### config.mk
export PLATFORM = sky130hd
export DESIGN_NAME = ecc_csr_front
export DESIGN_NICKNAME = d
export VERILOG_FILES = /design/src/rtl/ecc_csr_pkg.sv /design/src/rtl/ecc_par_window.sv /design/src/rtl/ecc_stat_unit.sv /design/src/rtl/ecc_err_log.sv /design/src/rtl/ecc_csr_front.sv
export SDC_FILE = /design/constraint.sdc
export NUM_CORES = 1
export LEC_CHECK = 0
export ABC_AREA = 1
export BUFFER_PORTS_ARGS = -buffer_cell sky130_fd_sc_hd__buf_2
export CAP_MARGIN = 10
export CORE_MARGIN = 4
export CORE_UTILIZATION = 45
export CTS_CLUSTER_SIZE = 10
export DETAILED_ROUTE_END_ITERATION = 12
export HOLD_SLACK_MARGIN = 0.15
export MAX_ROUTING_LAYER = met4
export PLACE_DENSITY = 0.69
export SLEW_MARGIN = 25
export SYNTH_ARGS = -nofsm -noshare
export SYNTH_HDL_FRONTEND = slang
export SYNTH_SLANG_ARGS = --single-unit
### constraint.sdc
create_clock -name clk -period 3.4 [get_ports clk]
set_clock_uncertainty 0.15 [all_clocks]
set_input_delay 0.34 -clock clk [delete_from_list [all_inputs] [get_ports clk]]
set_output_delay 0.34 -clock clk [all_outputs]
set_load 0.01 [all_outputs]
### src/rtl/ecc_csr_pkg.sv
package ecc_csr_pkg;
  localparam int PAR_BYTES = 9;
  localparam int PAR_W     = PAR_BYTES * 8;
  localparam int PAR_WORDS = (PAR_BYTES + 3) / 4;
  localparam int POS_W     = 9;
  localparam int MASK_W    = 9;
  localparam int CNT_W     = 3;
  localparam int FLAG_W    = 5;

  // control bit positions
  localparam int CB_EN   = 0;
  localparam int CB_CLR  = 1;
  localparam int CB_RS   = 2;
  localparam int CB_ENC  = 3;
  localparam int CB_PRDY = 4;

  // status bit positions
  localparam int SB_ERR   = 0;
  localparam int SB_UNCOR = 1;
  localparam int SB_ENCF  = 2;
  localparam int SB_DECF  = 3;
  localparam int SB_PADF  = 4;
  localparam int CNT_LSB  = 29;

  // word offsets (byte address / 4)
  localparam int WA_CTRL = 0;
  localparam int WA_DATA = 1;
  localparam int WA_PAR  = 2;
  localparam int WA_STAT = 5;
  localparam int WA_IMSK = 6;
  localparam int WA_ERR  = 7;

  // parity of a fully erased page, byte 0 in the low bits
  localparam logic [PAR_W-1:0] ERASED_PAR = 72'h6f_b7_ff_8b_f4_58_90_9d_cd;

  typedef struct packed {
    logic prdy;
    logic enc;
    logic rs;
    logic clr;
    logic en;
  } ctrl_t;

  function automatic logic [PAR_W-1:0] erased_remap(input logic [PAR_W-1:0] p);
    return (p == ERASED_PAR) ? {PAR_W{1'b1}} : p;
  endfunction

  function automatic logic [31:0] err_word(input logic [POS_W-1:0] pos,
                                           input logic [MASK_W-1:0] msk);
    return {7'd0, pos, 7'd0, msk};
  endfunction

  function automatic logic [31:0] lane_mask(input logic [3:0] be);
    logic [31:0] m;
    for (int b = 0; b < 4; b++) m[b*8 +: 8] = {8{be[b]}};
    return m;
  endfunction
endpackage

### src/rtl/ecc_par_window.sv
module ecc_par_window
  import ecc_csr_pkg::*;
(
  input  logic                   clk,
  input  logic                   rst_n,
  input  logic                   clr,
  input  logic                   cap,
  input  logic [PAR_W-1:0]       cap_val,
  input  logic                   wr,
  input  logic [1:0]             wsel,
  input  logic [3:0]             be,
  input  logic [31:0]            wdata,
  output logic [PAR_W-1:0]       par_q,
  output logic [PAR_WORDS*32-1:0] rd_words
);
  always_ff @(posedge clk or negedge rst_n) begin
    if (!rst_n) begin
      par_q <= '0;
    end else if (clr) begin
      par_q <= '0;
    end else if (cap) begin
      par_q <= erased_remap(cap_val);
    end else if (wr) begin
      for (int b = 0; b < 4; b++) begin
        if (be[b] && ((int'(wsel) * 4 + b) < PAR_BYTES))
          par_q[(int'(wsel) * 4 + b) * 8 +: 8] <= wdata[b*8 +: 8];
      end
    end
  end

  genvar k;
  generate
    for (k = 0; k < PAR_WORDS * 4; k++) begin : g_byte
      if (k < PAR_BYTES) begin : g_live
        assign rd_words[k*8 +: 8] = par_q[k*8 +: 8];
      end else begin : g_pad
        assign rd_words[k*8 +: 8] = 8'h00;
      end
    end
  endgenerate
endmodule

### src/rtl/ecc_stat_unit.sv
module ecc_stat_unit
  import ecc_csr_pkg::*;
(
  input  logic              clk,
  input  logic              rst_n,
  input  logic              clr,
  input  logic              enc_ev,
  input  logic              dec_ev,
  input  logic              pad_ev,
  input  logic              err_in,
  input  logic              uncor_in,
  input  logic [CNT_W-1:0]  cnt_in,
  input  logic              imsk_we,
  input  logic [FLAG_W-1:0] imsk_in,
  output logic [31:0]       stat_q,
  output logic [FLAG_W-1:0] imsk_q,
  output logic              irq,
  output logic              any_set
);
  logic [FLAG_W-1:0] flags, set_vec;
  logic [CNT_W-1:0]  cnt;

  always_comb begin
    set_vec           = '0;
    set_vec[SB_ERR]   = dec_ev & err_in;
    set_vec[SB_UNCOR] = dec_ev & uncor_in;
    set_vec[SB_ENCF]  = enc_ev;
    set_vec[SB_DECF]  = dec_ev;
    set_vec[SB_PADF]  = pad_ev;
  end

  always_ff @(posedge clk or negedge rst_n) begin
    if (!rst_n) begin
      flags  <= '0;
      cnt    <= '0;
      imsk_q <= '0;
    end else begin
      flags <= (clr ? '0 : flags) | set_vec;
      if (dec_ev)   cnt <= cnt_in;
      else if (clr) cnt <= '0;
      if (imsk_we) imsk_q <= imsk_in;
    end
  end

  assign stat_q  = {cnt, {(CNT_LSB-FLAG_W){1'b0}}, flags};
  assign irq     = |(flags & imsk_q);
  assign any_set = |set_vec;
endmodule

### src/rtl/ecc_err_log.sv
module ecc_err_log
  import ecc_csr_pkg::*;
#(
  parameter int SLOTS = 4
) (
  input  logic                    clk,
  input  logic                    rst_n,
  input  logic                    clr,
  input  logic                    cap,
  input  logic [CNT_W-1:0]        cnt_in,
  input  logic [SLOTS*POS_W-1:0]  pos_in,
  input  logic [SLOTS*MASK_W-1:0] mask_in,
  output logic [SLOTS*32-1:0]     recs_q
);
  logic [31:0] rec [SLOTS];

  genvar i;
  generate
    for (i = 0; i < SLOTS; i++) begin : g_slot
      always_ff @(posedge clk or negedge rst_n) begin
        if (!rst_n)    rec[i] <= '0;
        else if (clr)  rec[i] <= '0;
        else if (cap)  rec[i] <= (int'(cnt_in) > i)
                                 ? err_word(pos_in[i*POS_W +: POS_W], mask_in[i*MASK_W +: MASK_W])
                                 : 32'd0;
      end
      assign recs_q[i*32 +: 32] = rec[i];
    end
  endgenerate
endmodule

### src/rtl/ecc_csr_front.sv
module ecc_csr_front
  import ecc_csr_pkg::*;
#(
  parameter int ADDR_W = 8,
  parameter int SLOTS  = 4
) (
  input  logic                    clk,
  input  logic                    rst_n,
  input  logic                    bus_sel,
  input  logic                    bus_wr,
  input  logic [ADDR_W-1:0]       bus_addr,
  input  logic [3:0]              bus_be,
  input  logic [31:0]             bus_wdata,
  output logic [31:0]             bus_rdata,
  output logic                    irq,
  output logic                    eng_en,
  output logic                    eng_rs,
  output logic                    eng_encode,
  output logic                    eng_clear,
  output logic                    eng_par_rdy,
  output logic [31:0]             eng_dout,
  output logic                    eng_dvld,
  output logic [PAR_W-1:0]        eng_par_out,
  input  logic [PAR_W-1:0]        eng_par_in,
  input  logic                    eng_enc_done,
  input  logic                    eng_dec_done,
  input  logic                    eng_pad_done,
  input  logic                    eng_err,
  input  logic                    eng_uncor,
  input  logic [CNT_W-1:0]        eng_err_cnt,
  input  logic [SLOTS*POS_W-1:0]  eng_err_pos,
  input  logic [SLOTS*MASK_W-1:0] eng_err_mask
);
  localparam int WA_W = ADDR_W - 2;
  localparam int ES_W = (SLOTS > 1) ? $clog2(SLOTS) : 1;

  // address decode
  logic [WA_W-1:0] wa;
  logic            unused_lsb;
  logic            bus_we;
  logic            hit_ctrl, hit_data, hit_par, hit_stat, hit_imsk, hit_err;
  logic [1:0]      par_sel;
  logic [ES_W-1:0] err_sel;

  assign wa         = bus_addr[ADDR_W-1:2];
  assign unused_lsb = ^bus_addr[1:0];
  assign bus_we     = bus_sel & bus_wr;
  assign hit_ctrl   = (wa == WA_W'(WA_CTRL));
  assign hit_data   = (wa == WA_W'(WA_DATA));
  assign hit_par    = (wa >= WA_W'(WA_PAR)) && (wa < WA_W'(WA_PAR + PAR_WORDS));
  assign hit_stat   = (wa == WA_W'(WA_STAT));
  assign hit_imsk   = (wa == WA_W'(WA_IMSK));
  assign hit_err    = (wa >= WA_W'(WA_ERR)) && (wa < WA_W'(WA_ERR + SLOTS));
  assign par_sel    = 2'(wa - WA_W'(WA_PAR));
  assign err_sel    = ES_W'(wa - WA_W'(WA_ERR));

  // named internal events
  logic ctrl_we, sess_clr, enc_cap, dec_cap, pad_ev, stat_clear, imsk_we, erased_hit;
  logic any_set;

  ctrl_t       ctrl_q;
  logic [31:0] data_q;
  logic        dvld_q;

  assign ctrl_we    = bus_we & hit_ctrl & bus_be[0];
  assign sess_clr   = ctrl_we & bus_wdata[CB_CLR];
  assign enc_cap    = ctrl_q.en &  ctrl_q.enc & eng_enc_done;
  assign dec_cap    = ctrl_q.en & ~ctrl_q.enc & eng_dec_done;
  assign pad_ev     = ctrl_q.en & eng_pad_done;
  assign stat_clear = bus_we & hit_stat & ((bus_wdata & lane_mask(bus_be)) == 32'd0);
  assign imsk_we    = bus_we & hit_imsk & bus_be[0];
  assign erased_hit = (eng_par_in == ERASED_PAR);

  // control word with self-clearing clear bit
  always_ff @(posedge clk or negedge rst_n) begin
    if (!rst_n) begin
      ctrl_q <= '0;
    end else begin
      ctrl_q.clr <= 1'b0;
      if (ctrl_we) ctrl_q <= ctrl_t'(bus_wdata[FLAG_W-1:0]);
    end
  end

  // data port
  always_ff @(posedge clk or negedge rst_n) begin
    if (!rst_n) begin
      data_q <= '0;
      dvld_q <= 1'b0;
    end else begin
      dvld_q <= bus_we & hit_data & ctrl_q.en;
      if (bus_we && hit_data)
        data_q <= (data_q & ~lane_mask(bus_be)) | (bus_wdata & lane_mask(bus_be));
    end
  end

  // parity window
  logic [PAR_W-1:0]        par_q;
  logic [PAR_WORDS*32-1:0] par_words;

  ecc_par_window u_par (
    .clk      (clk),
    .rst_n    (rst_n),
    .clr      (sess_clr),
    .cap      (enc_cap),
    .cap_val  (eng_par_in),
    .wr       (bus_we & hit_par),
    .wsel     (par_sel),
    .be       (bus_be),
    .wdata    (bus_wdata),
    .par_q    (par_q),
    .rd_words (par_words)
  );

  // status and interrupt mask
  logic [31:0]       stat_q;
  logic [FLAG_W-1:0] imsk_q;

  ecc_stat_unit u_stat (
    .clk      (clk),
    .rst_n    (rst_n),
    .clr      (stat_clear),
    .enc_ev   (enc_cap),
    .dec_ev   (dec_cap),
    .pad_ev   (pad_ev),
    .err_in   (eng_err),
    .uncor_in (eng_uncor),
    .cnt_in   (eng_err_cnt),
    .imsk_we  (imsk_we),
    .imsk_in  (bus_wdata[FLAG_W-1:0]),
    .stat_q   (stat_q),
    .imsk_q   (imsk_q),
    .irq      (irq),
    .any_set  (any_set)
  );

  // error records
  logic [SLOTS*32-1:0] recs_q;

  ecc_err_log #(.SLOTS(SLOTS)) u_log (
    .clk     (clk),
    .rst_n   (rst_n),
    .clr     (sess_clr),
    .cap     (dec_cap),
    .cnt_in  (eng_err_cnt),
    .pos_in  (eng_err_pos),
    .mask_in (eng_err_mask),
    .recs_q  (recs_q)
  );

  // read mux
  always_comb begin
    bus_rdata = '0;
    if (hit_ctrl)      bus_rdata = {{(32-FLAG_W){1'b0}}, ctrl_q};
    else if (hit_data) bus_rdata = data_q;
    else if (hit_par)  bus_rdata = par_words[int'(par_sel)*32 +: 32];
    else if (hit_stat) bus_rdata = stat_q;
    else if (hit_imsk) bus_rdata = {{(32-FLAG_W){1'b0}}, imsk_q};
    else if (hit_err)  bus_rdata = recs_q[int'(err_sel)*32 +: 32];
  end

  // engine-side outputs
  assign eng_en      = ctrl_q.en;
  assign eng_rs      = ctrl_q.rs;
  assign eng_encode  = ctrl_q.enc;
  assign eng_clear   = ctrl_q.clr;
  assign eng_par_rdy = ctrl_q.en & ~ctrl_q.enc & ctrl_q.prdy;
  assign eng_dout    = data_q;
  assign eng_dvld    = dvld_q;
  assign eng_par_out = par_q;
endmodule

# Word-level counts from Yosys, hierarchy flattened
# Cells that the tools add are included.
[word_totals]
reg_bits = 251
latchBits = 0
ramBits = 0
mem_bits_ro = 0
input_bits = 200
output_inout_bits = 143
wordCells = 132
n_memories = 0
[op_classes]
add_sub_neg = 9
n_mul = 0
div_mod_pow = 0
magnitude_cmp = 12
eq_ne = 4
n_shift = 10
muxes = 43
bitwise = 26
reduce_logical = 13
[op_table]
columns = ["operator", "n"]
rows = [
  ["$mux 72", 17],
  ["$mux 32", 14],
  ["$bwmux 72", 4],
  ["$shift 8x33->72 const A", 4],
  ["$shiftx 8x33->72", 4],
  ["$shiftx 128x8->32", 1],
  ["$mux 25", 4],
  ["$neg 32->33", 3],
  ["$lt 32x5->1 const B", 3],
  ["$shiftx 96x8->32", 1],
  ["$eq 72x71->1 const B", 1],
  ["$and 32x32->32", 2],
  ["$neg 7->33", 1],
  ["$logic_not 32->1", 1],
  ["$not 32->32", 1],
  ["$or 32x32->32", 1],
  ["$and 1x1->1", 19],
  ["$eq 6x3->1 const B", 2],
  ["$add 4x2->5 const B", 2],
  ["$logic_and 1x1->1", 7],
  ["$eq 6x1->1 const B", 1],
  ["$ge 6x2->1 const B", 1],
  ["$ge 6x3->1 const B", 1],
  ["$gt 3x1->1 const B", 2],
  ["other kinds (16)", 20],
]

# Longest topological paths before layout
# Gate-level depths: netlist (run 1).
[logic_depth]
word_depth = 23
depth_mapped = 15
depth_no_buf = 13

# By module
# Synthesis (run 1) repeated with hierarchy kept, for this count alone.
[unflattened]
cells_unflattened = 2290
area_unflattened_um2 = 14790.4
[modules_own_cells]
columns = ["module", "n_inst", "cells_per_inst", "area_each_um2", "seq_area_each_um2"]
rows = [
  ["ecc_csr_front", 1, 1043, 5566.6, 950.9],
  ["ecc_par_window", 1, 746, 5126.2, 1801.7],
  ["ecc_err_log", 1, 410, 3369.5, 1801.7],
  ["ecc_stat_unit", 1, 91, 728.2, 325.3],
]

# Worst setup path before layout (run 1)
# No wires, ideal clock.
[synth_timing]
path_type = "input -> output"
start = "input port bus_addr[2]"
end = "output port bus_rdata[10]"
arrival_time_ps = 2331
required_ps = 2910
setup_slack_ps = 579
cell_stages = 12
n_path_buf = 4
path_cell_list = "inv_2 > buf_2 > clkbuf_1 > ha_1 > inv_1 > nand4_1 > nand2_1 > buf_2 > nor3_2 > buf_2 > o211ai_1 > a21oi_1"
[synth_via]
elab_chain_len = 8
word_cells_on_any_way = 20
classes_between = "add/sub: 2; order compare: 4; eq/ne: 3; shift: 2; mux: 6; reduce/logical: 3"
[synth_rtl]
columns = ["item", "line", "rtl"]
rows = [
  ["from (decl)", "ecc_csr_front.sv:11", "input logic [ADDR_W-1:0] bus_addr,"],
  ["$sub 2x2->2 (tied with other cells)", "ecc_csr_front.sv:55", "assign err_sel = ES_W'(wa - WA_W'(WA_ERR));"],
  ["$shiftx 128x8->32 / $logic_and 1x1->1 (equally long branches)", "ecc_csr_front.sv:158, ecc_csr_front.sv:53", ""],
  ["$mux 32", "ecc_csr_front.sv:158", "else if (hit_err) bus_rdata = recs_q[int'(err_sel)*32 +: 32];"],
  ["$mux 32", "ecc_csr_front.sv:157", "else if (hit_imsk) bus_rdata = {{(32-FLAG_W){1'b0}}, imsk_q};"],
  ["$mux 32", "ecc_csr_front.sv:156", "else if (hit_stat) bus_rdata = stat_q;"],
  ["$mux 32", "ecc_csr_front.sv:155", "else if (hit_par) bus_rdata = par_words[int'(par_sel)*32 +: 32];"],
  ["$mux 32", "ecc_csr_front.sv:154", "else if (hit_data) bus_rdata = data_q;"],
  ["$mux 32 *", "ecc_csr_front.sv:153", "if (hit_ctrl) bus_rdata = {{(32-FLAG_W){1'b0}}, ctrl_q};"],
  ["to (decl)", "ecc_csr_front.sv:14", "output logic [31:0] bus_rdata,"],
]
# Every way passes the cells marked *; elsewhere a longest branch is shown, timed or not.

# Worst setup path in the final report (run 1)
[layout_timing]
start = "input port bus_addr[3]"
end = "output port bus_rdata[31]"
# The elaborated chain is that of the path after synthesis.

==> results of run 1 <==
[kinds of logic after synthesis]
kind of cell	after synthesis	share of synthesized area
AO/OA/AOI/OAI	412	0.2142
adder cells (fa/ha/maj)	6	0.006519
buffers and inverters	255	0.08747
flip-flops	195	0.4238
AND/OR/NAND/NOR	729	0.2681
[metal layers]
layer,wire [µm],global-route usage,vias to the layer above
met1,19580,0.4545,6243
li1,-,-,6266
met4,1795,0.1214,0
met3,4659,0.05753,129
met5,0,-,-
met2,22030,0.5234,858
[stage by stage]
stage	power [mW]	setup WS, ns
finish	6.185	0.3826
global route	6.466	0.2320
CTS	6.170	0.4233
detailed placement	3.816	0.3867
global placement	3.784	0.4374
floorplan	3.345	0.5791
[layout by cell type (no fill, tap or decap), types with 3 or more instances in the layout]
master / count
dlygate4sd3_1: 159
nor2_2: 3
nand3b_1: 3
a31oi_1: 30
a21oi_1: 54
o41ai_1: 3
inv_2: 7
dfrtp_1: 195
o21ai_2: 17
clkinv_1: 3
o21ai_1: 46
nand2_1: 419
buf_4: 29
or2_2: 14
nor3_1: 14
inv_1: 150
nand4_1: 57
nand3_1: 42
nor2_4: 3
nand2_2: 8
nor2_1: 159
ha_1: 6
buf_2: 339
o211ai_1: 54
o21ai_0: 167
a32oi_1: 36
clkbuf_16: 17
inv_8: 3
clkinv_8: 6
[critical path, stage by stage]
cell and delay (ns):
buf_2 0.20, ha_1 0.34, inv_1 0.14, nand4_1 0.11, nand2_1 0.20, buf_4 0.24
nor3_2 0.10, buf_4 0.25, nand2_1 0.13, a31oi_1 0.28, buf_2 0.20
[worst max-delay path by stage]
stage,startpoint,end,cells past startpoint
floorplan,bus_addr[2],bus_rdata[10],12
global placement,bus_addr[2],bus_rdata[17],13
detailed placement,bus_addr[2],register,11
CTS,bus_addr[3],bus_rdata[31],11
global route,bus_addr[2],bus_rdata[31],12
finish,bus_addr[3],bus_rdata[31],11
[final cells by class]
class,count,area (µm²),share of cell area
Multi-Input combinational cell,1147,5640,0.3579
Sequential cell,195,4880,0.3096
Timing Repair Buffer,530,3560,0.2259
Inverter,161,606.8,0.03851
Clock buffer,17,425.4,0.02699
Tap cell,330,412.9,0.02620
Clock inverter,15,234.0,0.01485
[where the power goes]
group	total, mW	leakage [nW]	internal (mW)	switching (mW)
registers	2.78	2.59	2.63	0.146
clock network	2.22	0.317	1.15	1.07
logic	1.18	5.22	0.487	0.695
==> results.ini, run 1 <==
[timing]
hold_viol_final=0
slew_headroom=0.4560
timing.final.crit_share=0.8875
max_freq_mhz=331.4
slew_violations=0
setup_viol=0
rsz0062_at_grt=false
worst_pin_slew_ns=0.8134
tns_ns=0
fin_crit_ns=3.017
whs_ns=0.1658

[logic_synthesis]
synth_top_cell_area_share=0.4238
syn_area_um2=11510
synth_edf_count=0
synth_top_cell_by_area=dfrtp_1
ys_types=37
yosysWarnings=0
ys_ff_latch=195
syn_area_per_cell_um2=7.210
synth_ff_type=dfrtp_1
synth.most_common_cell=nand2_1
syn-num-nets=1803
synthArstFlopShare=1.000
ys_top_cells_by_count=nand2_1, dfrtp_1, o21ai_0
netlist_instances=1597
yosys-top-cells-area=dfrtp_1, nand2_1, o21ai_0, nor2_1, inv_1
yosysSeqAreaShare=0.4238

[clock_network]
cts_hold_buf=159
path_clk_slew_ns=0.08
worstSkewPairLatency_ns=0.44
numCtsBuffers=17
ctsLongestPathBuffers=2
clock-root-buffer=clkbuf_16
cts_setup_buffers=0
ctsResizeCount=0
cts_sinks=195
htreeDepth=4
cts_tree=built

[placement]
gp_congestion=0.9655
numPortBuffers=340
dp.cells=2204
dp_hpwl_mm=33.65
placed_area_um2=13510

[status]
outcome=complete, no violations

[finish]
fin_util=0.6258
final_area_um2=15760
drive_gt1_frac=0.2237
fill_cells=2280
num_antenna_cells=0
nets=2258
area_growth_pct=36.86
stdcell_count=2395

[critical_path]
critical_path_class=in -> out
worstSetupEndpointType=output pin
reg2reg_slack_ns=1.07
required_ns=2.91
path_max_fanout=11
crit_path_start_kind=input pin
r2r_start=eng_en
r2r-end=u_log.recs_q[101]
ff2ff_path_depth=5
crit_arrival_ns=2.53

[floorplanning]
num_rows=58
core-area_um2=25180
ioPinCount=343
die_y_um=168.0
die_area_um2=28210
start_util=0.4573
die_w_um=168.0

[global_routing]
grt_pass1_vias=12900
grt_first_pass_wirelength_mm=73.08
grt_overflow=0
grtUsageTotal=0.3392
grt_max_degree=71
antenna_found_initial=0

[hold_path]
hp-class=in -> reg
holdPathStages=3
hold-path-endpoint=eng_encode
hp-start=bus_wdata[3]

[flow_run]
drv_cap=0

[routing]
routed_via_density=5.635
ant_nets=0
wl_per_cell_um=20.07
initialDrtViolationCount=1448
drt_wl_total_mm=48.07
dr.pass1.iters=6
route.detailed.drc=0
vias=13500

[power]
irDropWorstVdd_uv=264.3
leakagePower_nw=8.127
p_per_area_nw_per_um2=392.5

No activity file was read; power rests on OpenSTA's default activity.
==> run 2: changes to the inputs <==
--- a/config.mk
+++ b/config.mk
@@ -5,7 +5,6 @@
 export SDC_FILE = /design/constraint.sdc
 export NUM_CORES = 1
 export LEC_CHECK = 0
-export ABC_AREA = 1
 export BUFFER_PORTS_ARGS = -buffer_cell sky130_fd_sc_hd__buf_2
 export CAP_MARGIN = 10
 export CORE_MARGIN = 4
@@ -14,7 +13,7 @@
 export DETAILED_ROUTE_END_ITERATION = 12
 export HOLD_SLACK_MARGIN = 0.15
 export MAX_ROUTING_LAYER = met4
-export PLACE_DENSITY = 0.69
+export PLACE_DENSITY = 0.7
 export SLEW_MARGIN = 25
 export SYNTH_ARGS = -nofsm -noshare
 export SYNTH_HDL_FRONTEND = slang
==> run 2 against run 1 <==
Count of clock-buffer cells in the layout rose by 1. Setup slack got worse by 0.084 ns. Non-clock buffer count rose by 23. Global-route usage rose by 0.25 points. Combinational power fell by 12%. Synthesized area fell by 8.1%. Critical path depth fell by 4. Cell area fell by 4.6%. Final cell count fell by 23%. Register-to-register slack got worse by 0.32 ns. Maximum frequency fell by 2.7%. Critical path type is now in -> reg.
==> results.ini, run 2 <==
[global_routing]
grt_overflow=0  ; unchanged
grtUsageTotal=0.3417  ; +0.002546
grt_pass1_vias=11350  ; -12%
grt_first_pass_wirelength_mm=67.31  ; -7.9%
grt_max_degree=81  ; +14%
antenna_found_initial=8  ; +8

[clock_network]
worstSkewPairLatency_ns=0.43  ; about the same
cts_sinks=195  ; unchanged
clock-root-buffer=clkbuf_16
numCtsBuffers=17  ; unchanged
htreeDepth=4  ; unchanged
ctsLongestPathBuffers=2  ; unchanged
path_clk_slew_ns=0.07  ; about the same
cts_tree=built

[power]
p_per_area_nw_per_um2=384.5  ; -2.1%
finalPower_mw=5.780  ; -6.6%
irDropWorstVdd_uv=343.9  ; +30%
leakagePower_nw=7.145  ; -12%

[routing]
vias=11150  ; -17%
routed_via_density=6.028  ; +7.0%
initialDrtViolationCount=1009  ; -30%
drt_wl_total_mm=44.15  ; -8.2%
route.detailed.drc=0  ; unchanged
ant_nets=0  ; unchanged
wl_per_cell_um=23.88  ; +19%
route.top_layer_used=met4
wl_met1_mm=17.77  ; -9.3%
wl_met2_mm=20.66  ; -6.3%
route.met3.wl_mm=4.305  ; -7.6%
dr.pass1.iters=6  ; unchanged

[critical_path]
max_stage_delay_ns=0.72  ; +0.38 ns
ff2ff_path_depth=7  ; +2
worst-path-buf-inv=2  ; -3
path_cells=dlygate4sd3_1, buf_2, nand4bb_1, or4_1, nor4_1, nand3_1, o211ai_1
cpMaxStageDelayCell=or4_1
startpoint=eng_par_in[71]
r2r-end=u_par.par_q[9]
crit_path_start_kind=input pin
crit_cells=7  ; -4
required_ns=3.59  ; +0.68 ns
crit_arrival_ns=3.29  ; +0.76 ns
critical_path_class=in -> reg
path_max_fanout=14  ; +3
critPathCapture=u_par.par_q[18]
r2r_start=eng_en
path_delay_family=simple AND/OR/NAND/NOR gates
worstSetupEndpointType=register
reg2reg_slack_ns=0.75  ; -0.32 ns

[timing]
slew_violations=0  ; unchanged
slew_headroom=0.2901  ; -0.1659
timing.final.crit_share=0.9120  ; +0.02457
tns_ns=0  ; unchanged
hold_viol_final=0  ; unchanged
rsz0062_at_grt=false
worst_pin_slew_ns=1.065  ; +0.2515 ns
fin_crit_ns=3.101  ; +0.08353 ns
setup_viol=0  ; unchanged
max_freq_mhz=322.5  ; -2.7%

[finish]
final_cell_mix=buf_2, dfrtp_1, dlygate4sd3_1
nets=1722  ; -24%
final_common_cell=buf_2
drive_gt1_frac=0.3397  ; +0.1159
area_growth_pct=42.12

[floorplanning]
die_w_um=161.3  ; -4.0%
core-area_um2=22850  ; -9.3%
ioPinCount=343  ; unchanged
start_util=0.4630  ; +0.005710
die_area_um2=26020  ; -7.8%
num_rows=55  ; -5.2%
die_y_um=161.3  ; -4.0%

[logic_synthesis]
synth_top_cell_by_area=dfrtp_1
syn-num-nets=1227  ; -32%
yosys-top-cells-area=dfrtp_1, mux2_2, a22o_1, mux4_2, a22oi_1
synthArstFlopShare=1.000  ; unchanged
ys_top_cells_by_count=dfrtp_1, nand2_1, a21oi_1
synth_edf_count=0  ; unchanged
yosysSeqAreaShare=0.4613  ; +0.03755
yosysWarnings=0  ; unchanged
netlist_instances=1021  ; -36%
syn_area_um2=10580  ; -8.1%
ys_types=63  ; +70%
synth.most_common_cell=dfrtp_1
syn_area_per_cell_um2=10.36  ; +44%
synth_top_cell_area_share=0.4613  ; +0.03755
ys_ff_latch=195  ; unchanged
synth_ff_type=dfrtp_1

[flow_run]
drv_cap=0  ; unchanged

[placement]
gp_congestion=0.9390  ; -2.7%
dp_hpwl_mm=31.88  ; -5.3%
numPortBuffers=340  ; unchanged

[status]
outcome=complete, no violations

[hold_path]
hp-class=in -> reg

-- run 2: cell count changes in the layout (fill, tap and decap cells not counted), moves of 28 or more --
cell / change
nand2_1: -318
o21ai_0: -137
inv_1: -134
nor2_1: -124
a22o_1: +57
mux2_2: +57
a22oi_1: +53
o211ai_1: -47
o21ai_1: -46
nand4_1: -45
o31ai_1: +44
a32oi_1: -28
-- run 2: per-stage QoR --
step | instances | instance area (µm²) | hold WS, ns | utilization | worst slack [ns]
finish | 1849 | 15030 | 0.1613 | 0.6580 | 0.2991
CTS | 1841 | 15010 | 0.1530 | 0.6568 | 0.3881
global route | 1849 | 15030 | 0.1641 | 0.6580 | 0.2057
detailed placement | 1644 | 12770 | 0.2692 | 0.5588 | 0.4242
global placement | 1643 | 12720 | 0.2701 | 0.5568 | 0.3452
floorplan | 1021 | 10580 | -0.1056 | - | 0.1206
-- run 2: worst min-delay path by stage --
stage          cells past startpoint            from                         end  slack (ns)
6_report                           3  eng_par_in[52]             u_par.par_q[52]        0.16
5_1_grt                            3  eng_par_in[60]             u_par.par_q[60]        0.16
4_1_cts                            3  eng_par_in[40]             u_par.par_q[40]        0.15
3_5_place_dp                       1           rst_n             u_par.par_q[34]        0.27
3_3_place_gp                       1           rst_n             u_par.par_q[34]        0.27
2_1_floorplan                      0           rst_n  asynchronous set/reset pin       -0.11
-- run 2: cell families (layout without fill, tap and decap cells) --
| kind of cell | Yosys count | after routing | share of synthesized area |
|---|---|---|---|
| muxes | 93 | 93 | 0.1160 |
| DFF | 195 | 195 | 0.4613 |
| adders and majority gates | 6 | 6 | 0.007097 |
| AOI/OAI and AO/OA | 335 | 335 | 0.2290 |
| and+or+nand+nor | 298 | 298 | 0.1486 |
| buffers and inverters | 94 | 601 | 0.03797 |
| other | 0 | 8 | 0 |
-- run 2: layout make-up --
type | count | area, µm²
Multi-Input combinational cell | 732 | 5340
Fill cell | 1818 | 7814
Timing Repair Buffer | 553 | 3760
Clock buffer | 18 | 439.2
Tap cell | 313 | 391.6
Antenna cell | 8 | 20.02
Sequential cell | 195 | 4880
Clock inverter | 13 | 138.9
Inverter | 17 | 63.81
-- run 2: what timing repair did --
item	CTS	global route
setup buffers	0	0
resized for setup	0	0
hold buffers	166	0
endpoints found under the setup margin	0	0
endpoints found under the hold margin	238	0
-- run 2: per-layer routing --
layer	track usage	vias up
li1	-	4941
met1	0.4355	5420
met2	0.5451	689
met3	0.08114	96
met4	0.1062	0
met5	-	-
-- run 2: worst register-to-register path: stages, from the launching register on --
cell           delay (ns)
dfrtp_1              0.39
nand3_1              0.17
buf_4                0.22
nand2_1              0.17
nor2_1               0.58
a32oi_1              0.19
dlygate4sd3_1        0.60
nand3_1              0.09
-- run 2: where the power goes --
part | switching [mW] | total, mW | internal (mW)
combinational | 0.491 | 1.04 | 0.554
sequential | 0.165 | 2.73 | 2.56
clock | 1.01 | 2.01 | 0.999
total | 1.67 | 5.78 | 4.11
